===== src/rtl/ecc_txn_pkg.sv =====
package ecc_txn_pkg;
  typedef enum logic [1:0] {
    ECC_CLEAN = 2'b00,
    ECC_FIXED = 2'b01,
    ECC_FATAL = 2'b10
  } ecc_class_e;

  typedef struct packed {
    logic any_fix;
    logic any_fatal;
  } ecc_flags_t;
endpackage


===== src/rtl/ecc_sat_clamp.sv =====
module ecc_sat_clamp #(
  parameter int IN_W  = 6,
  parameter int OUT_W = 4
) (
  input  logic [IN_W-1:0]  val_i,
  output logic [OUT_W-1:0] val_o
);
  generate
    if (IN_W > OUT_W) begin : g_clamp
      logic ovf;
      assign ovf   = |val_i[IN_W-1:OUT_W];
      assign val_o = ovf ? {OUT_W{1'b1}} : val_i[OUT_W-1:0];
    end else if (IN_W == OUT_W) begin : g_pass
      assign val_o = val_i;
    end else begin : g_ext
      assign val_o = {{(OUT_W-IN_W){1'b0}}, val_i};
    end
  endgenerate
endmodule


===== src/rtl/ecc_sector_fold.sv =====
module ecc_sector_fold
  import ecc_txn_pkg::*;
#(
  parameter int IN_W  = 6,
  parameter int OUT_W = 4
) (
  input  logic             clk_i,
  input  logic             rst_ni,
  input  logic             clr_i,
  input  logic             vld_i,
  input  logic [IN_W-1:0]  cnt_i,
  input  logic             fatal_i,
  output logic [OUT_W-1:0] nxt_max_o,
  output ecc_flags_t       nxt_flags_o
);
  logic [OUT_W-1:0] run_max_q;
  ecc_flags_t       flags_q;
  logic [OUT_W-1:0] cnt_sat;
  logic [OUT_W-1:0] base_max;
  ecc_flags_t       base_flags;
  logic             take;

  ecc_sat_clamp #(.IN_W(IN_W), .OUT_W(OUT_W)) u_clamp (
    .val_i(cnt_i),
    .val_o(cnt_sat)
  );

  // start clears first, then the same-cycle sector folds in
  assign base_max   = clr_i ? '0 : run_max_q;
  assign base_flags = clr_i ? '0 : flags_q;
  assign take       = vld_i && !fatal_i;

  always_comb begin
    nxt_max_o   = base_max;
    nxt_flags_o = base_flags;
    if (take && (cnt_sat > base_max)) nxt_max_o = cnt_sat;
    if (take && (cnt_i != '0))        nxt_flags_o.any_fix = 1'b1;
    if (vld_i && fatal_i)             nxt_flags_o.any_fatal = 1'b1;
  end

  always_ff @(posedge clk_i or negedge rst_ni) begin
    if (!rst_ni) begin
      run_max_q <= '0;
      flags_q   <= '0;
    end else begin
      run_max_q <= nxt_max_o;
      flags_q   <= nxt_flags_o;
    end
  end
endmodule


===== src/rtl/ecc_class_enc.sv =====
module ecc_class_enc
  import ecc_txn_pkg::*;
(
  input  ecc_flags_t flags_i,
  output ecc_class_e class_o
);
  always_comb begin
    if (flags_i.any_fatal)    class_o = ECC_FATAL;
    else if (flags_i.any_fix) class_o = ECC_FIXED;
    else                      class_o = ECC_CLEAN;
  end
endmodule


===== src/rtl/ecc_summary_reg.sv =====
module ecc_summary_reg
  import ecc_txn_pkg::*;
#(
  parameter int OUT_W = 4
) (
  input  logic             clk_i,
  input  logic             rst_ni,
  input  logic             end_i,
  input  logic             rd_i,
  input  logic [OUT_W-1:0] max_i,
  input  ecc_class_e       class_i,
  input  logic [OUT_W-1:0] thr_i,
  output logic [OUT_W-1:0] max_o,
  output logic [1:0]       class_o,
  output logic             valid_o,
  output logic             alert_o
);
  logic [OUT_W-1:0] max_q;
  ecc_class_e       class_q;
  logic             valid_q;
  logic             alert_q;
  logic             alert_d;

  assign alert_d = (class_i == ECC_FIXED) && (max_i >= thr_i);

  always_ff @(posedge clk_i or negedge rst_ni) begin
    if (!rst_ni) begin
      max_q   <= '0;
      class_q <= ECC_CLEAN;
      alert_q <= 1'b0;
    end else if (end_i) begin
      max_q   <= max_i;
      class_q <= class_i;
      alert_q <= alert_d;
    end
  end

  // publish wins over a same-cycle read
  always_ff @(posedge clk_i or negedge rst_ni) begin
    if (!rst_ni)    valid_q <= 1'b0;
    else if (end_i) valid_q <= 1'b1;
    else if (rd_i)  valid_q <= 1'b0;
  end

  assign max_o   = max_q;
  assign class_o = class_q;
  assign valid_o = valid_q;
  assign alert_o = alert_q;
endmodule


===== src/rtl/ecc_txn_status.sv =====
module ecc_txn_status
  import ecc_txn_pkg::*;
#(
  parameter int IN_W  = 6,
  parameter int OUT_W = 4
) (
  input  logic             clk_i,
  input  logic             rst_ni,
  input  logic             txn_start_i,
  input  logic             txn_end_i,
  input  logic             sec_valid_i,
  input  logic [IN_W-1:0]  sec_cnt_i,
  input  logic             sec_uncor_i,
  input  logic [OUT_W-1:0] thresh_i,
  input  logic             rd_i,
  output logic [OUT_W-1:0] max_cnt_o,
  output logic [1:0]       class_o,
  output logic             stat_valid_o,
  output logic             alert_o
);
  logic [OUT_W-1:0] fold_max;
  ecc_flags_t       fold_flags;
  ecc_class_e       fold_class;

  ecc_sector_fold #(.IN_W(IN_W), .OUT_W(OUT_W)) u_fold (
    .clk_i      (clk_i),
    .rst_ni     (rst_ni),
    .clr_i      (txn_start_i),
    .vld_i      (sec_valid_i),
    .cnt_i      (sec_cnt_i),
    .fatal_i    (sec_uncor_i),
    .nxt_max_o  (fold_max),
    .nxt_flags_o(fold_flags)
  );

  ecc_class_enc u_enc (
    .flags_i(fold_flags),
    .class_o(fold_class)
  );

  ecc_summary_reg #(.OUT_W(OUT_W)) u_sum (
    .clk_i  (clk_i),
    .rst_ni (rst_ni),
    .end_i  (txn_end_i),
    .rd_i   (rd_i),
    .max_i  (fold_max),
    .class_i(fold_class),
    .thr_i  (thresh_i),
    .max_o  (max_cnt_o),
    .class_o(class_o),
    .valid_o(stat_valid_o),
    .alert_o(alert_o)
  );
endmodule


===== config.mk =====
export PLATFORM = sky130hd
export DESIGN_NAME = ecc_txn_status
export DESIGN_NICKNAME = d
export VERILOG_FILES = /design/src/rtl/ecc_txn_pkg.sv /design/src/rtl/ecc_sat_clamp.sv /design/src/rtl/ecc_sector_fold.sv /design/src/rtl/ecc_class_enc.sv /design/src/rtl/ecc_summary_reg.sv /design/src/rtl/ecc_txn_status.sv
export SDC_FILE = /design/constraint.sdc
export NUM_CORES = 1
export LEC_CHECK = 0
export BUFFER_PORTS_ARGS = -buffer_cell sky130_fd_sc_hd__buf_2
export CAP_MARGIN = 20
export CORE_MARGIN = 2
export CORE_UTILIZATION = 35
export DETAILED_ROUTE_END_ITERATION = 6
export PLACE_DENSITY = 0.66
export SYNTH_ARGS = -nofsm -noshare
export SYNTH_HDL_FRONTEND = slang
export SYNTH_SLANG_ARGS = --single-unit

===== constraint.sdc =====
create_clock -name clk_i -period 4.8 [get_ports clk_i]
set_clock_uncertainty 0.15 [all_clocks]
set_input_delay 0.72 -clock clk_i [delete_from_list [all_inputs] [get_ports clk_i]]
set_output_delay 0.72 -clock clk_i [all_outputs]
set_load 0.05 [all_outputs]

==> qor.yml <==
status: "complete, no violations"
wirelength_microns: 1800
tritoncts: "built"
synthCells: 90
hold_viol: 0
drt_iter0_drc: 10
cp_slowest_cell: "or3_4"
clockRootBuffer: "clkbuf_4"
dp_hpwl_microns: 1500
syn_area_sq_um: 893
ys_seq_elements: 14
ctsHoldBuffers: 0
die_w_microns: 54.5
routed_via_density: 5.19
fin_tns_setup_ns: 0
syn_to_final_growth_pct: 21.7
groute.usage.overall_pct: 13.5
avgRoutedWirePerCell_microns: 12.1
power_density_nw_per_um2: 300
postCtsSetupRepairBufs: 0
crit_end: "u_sum.alert_o"
seq_area_frac_synth_pct: 39.2
io_pins: 25
reg2reg_depth: 11
worstHoldPathType: "in2async"
path_buf_inv: 1
clock_latency_ns: 0.27
antenna_found_initial: 0
antenna_cells: 0
grt.overflow.total: 0
finalMaxSlewViolations: 0
first_pass_iters: 4
postSynthAreaPerCell_sq_um: 9.93
ff2ff_setup_slack_ns: 1.91
start_util_pct: 36.4
cp.required_ns: 4.82
vdd_drop_max_mv: 0.201
clkSinkCount: 14
path_clk_slew_ns: 0.08
reg2reg_to: "u_sum.alert_o"
gp_congestion: 0.896
period_minus_slack_ns: 3.45
critPathMaxFanout: 4
synth_nets: 115
drc: 0
htree_levels: 1
cts.repair.resized: 0
crit_path_start_kind: "input port"
worstPathCellList: "buf_2 -> or3_4 -> ha_1 -> nor2b_1 -> o31ai_2 -> a21oi_1 -> or2_1 -> ha_1 -> nand2b_1 -> a211oi_1 -> o21bai_1 -> a31o_1"
coreArea_sq_um: 2450
fin_util_pct: 44.3
cpMostUsedCell: "ha_1"
grt_max_degree: 15
worstSetupEndpointType: "flip-flop"
arrival_ns: 3.47
worst_slew_pin_slew_ns: 0.418
reg2reg_from: "u_fold.run_max_q[1]"
netlist_top_cells_area: "dfrtp_1, ha_1, nand2b_1"
grt_first_pass_wirelength_microns: 2860
crit_type: "in2reg"
finalSetupViolations: 0
fmax_ghz: 0.290
cts_buffers: 3
max_stage_delay_ns: 0.40
crit_family: "compound AO/OA/AOI/OAI gates"
clockBufferDepth: 2
crit_path_start: "sec_cnt_i[5]"
fin_crit_sh_pct: 71.8
p_leak_uw: 0.000530
final_nets: 144
dieHeight_microns: 54.5
synth_top_area_share_pct: 39.2
die_area_sq_um: 2970
ys_warn_count: 0
maxCapViolCount: 0
grt_pass1_vias: 721
placementRows: 18
portBuffers: 24
worstSetupPathDepth: 12
rsz0062_at_grt: "no"
final_cell_mix: "buf_2, dfrtp_1, nand2_1, ha_1, nand2b_1"
final_common_cell: "buf_2"
slew_headroom_pct: 71.9
drive_gt1_share_pct: 32.2
synth_area_leader_cell: "dfrtp_1"
ant_nets: 0
synth.distinct_cells: 34
num_vias: 768
==> stage by stage <==
step	cell area [sq um]	hold slack [ns]	setup slack (ns)	cells	power, uW
detailed placement	1050	0.330	1.07	144	248
global route	1090	0.182	1.22	148	346
CTS	1090	0.184	1.33	148	330
finish	1090	0.174	1.35	148	326
global placement	1050	0.318	1.13	144	245
floorplan	893	0.274	1.36	90	216
==> how the worst min path moves through the flow <==
stage,from,to,slack (ns),cells after the start
after floorplan,rst_ni,u_fold.flags_q[0],0.27,0
after global placement,u_sum.max_o[3],u_sum.max_o[3],0.32,2
after detailed placement,u_sum.max_o[2],u_sum.max_o[2],0.33,2
after CTS,rst_ni,u_sum.alert_o,0.18,1
after global routing,rst_ni,u_sum.valid_o,0.18,1
final,rst_ni,u_sum.alert_o,0.17,1
==> flip-flops by register name (all words and copies together) (netlist names) <==
name	count
u_fold.run_max_q	4
u_fold.flags_q	2
u_sum.valid_o	1
u_sum.alert_o	1
u_sum.max_o	4
u_sum.class_o	2
==> layout make-up <==
cell class | count | area, sq um
Timing Repair Buffer | 24 | 120
Fill cell | 234 | 1370
Sequential cell | 14 | 350
Inverter | 8 | 30.0
Tap cell | 30 | 37.5
Clock buffer | 4 | 36.3
Multi-Input combinational cell | 68 | 513
==> routing by layer <==
layer  global-route usage [%]  part of all wire [%]  vias to the layer above
met4                     7.92                   1.9                        0
met3                     2.19                   3.7                        5
met1                     16.4                    42                      357
met5                        0                     0                        -
met2                     22.3                    52                       19
li1                         -                     -                      387
==> cell usage after synthesis <==
| cell type | number |
|---|---|
| a2111oi_2 | 2 |
| a211oi_1 | 1 |
| a21oi_1 | 3 |
| a21oi_2 | 1 |
| a31o_1 | 1 |
| a31oi_1 | 1 |
| and4_1 | 1 |
| clkinv_1 | 1 |
| dfrtp_1 | 14 |
| ha_1 | 8 |
| inv_1 | 6 |
| inv_2 | 1 |
| mux2_2 | 1 |
| mux2_4 | 1 |
| nand2_1 | 8 |
| nand2b_1 | 7 |
| nand3_1 | 1 |
| nand4_1 | 1 |
| nor2_1 | 5 |
| nor2b_1 | 3 |
| nor3_1 | 1 |
| o2111ai_1 | 1 |
| o21a_1 | 1 |
| o21ai_0 | 4 |
| o21ai_1 | 4 |
| o21bai_1 | 1 |
| o31a_1 | 1 |
| o31ai_1 | 4 |
| o31ai_2 | 1 |
| o41ai_4 | 1 |
| or2_1 | 1 |
| or3_1 | 1 |
| or3_2 | 1 |
| or3_4 | 1 |
==> power by group <==
group	internal [uW]	total (uW)	switching (uW)	leakage [uW]
logic	35.4	108	72.4	0.000334
registers	132	137	5.11	0.000175
clock network	46.1	81.5	35.4	0.0000210
==> cell families after synthesis <==
group	synth area share, %
flip-flops	39.2
buffers and inverters	3.36
multiplexers	2.94
AND/OR/NAND/NOR	18.8
AO/OA/AOI/OAI	24.5
adder cells (fa/ha/maj)	11.2
Power figures use the tool's default switching activity.
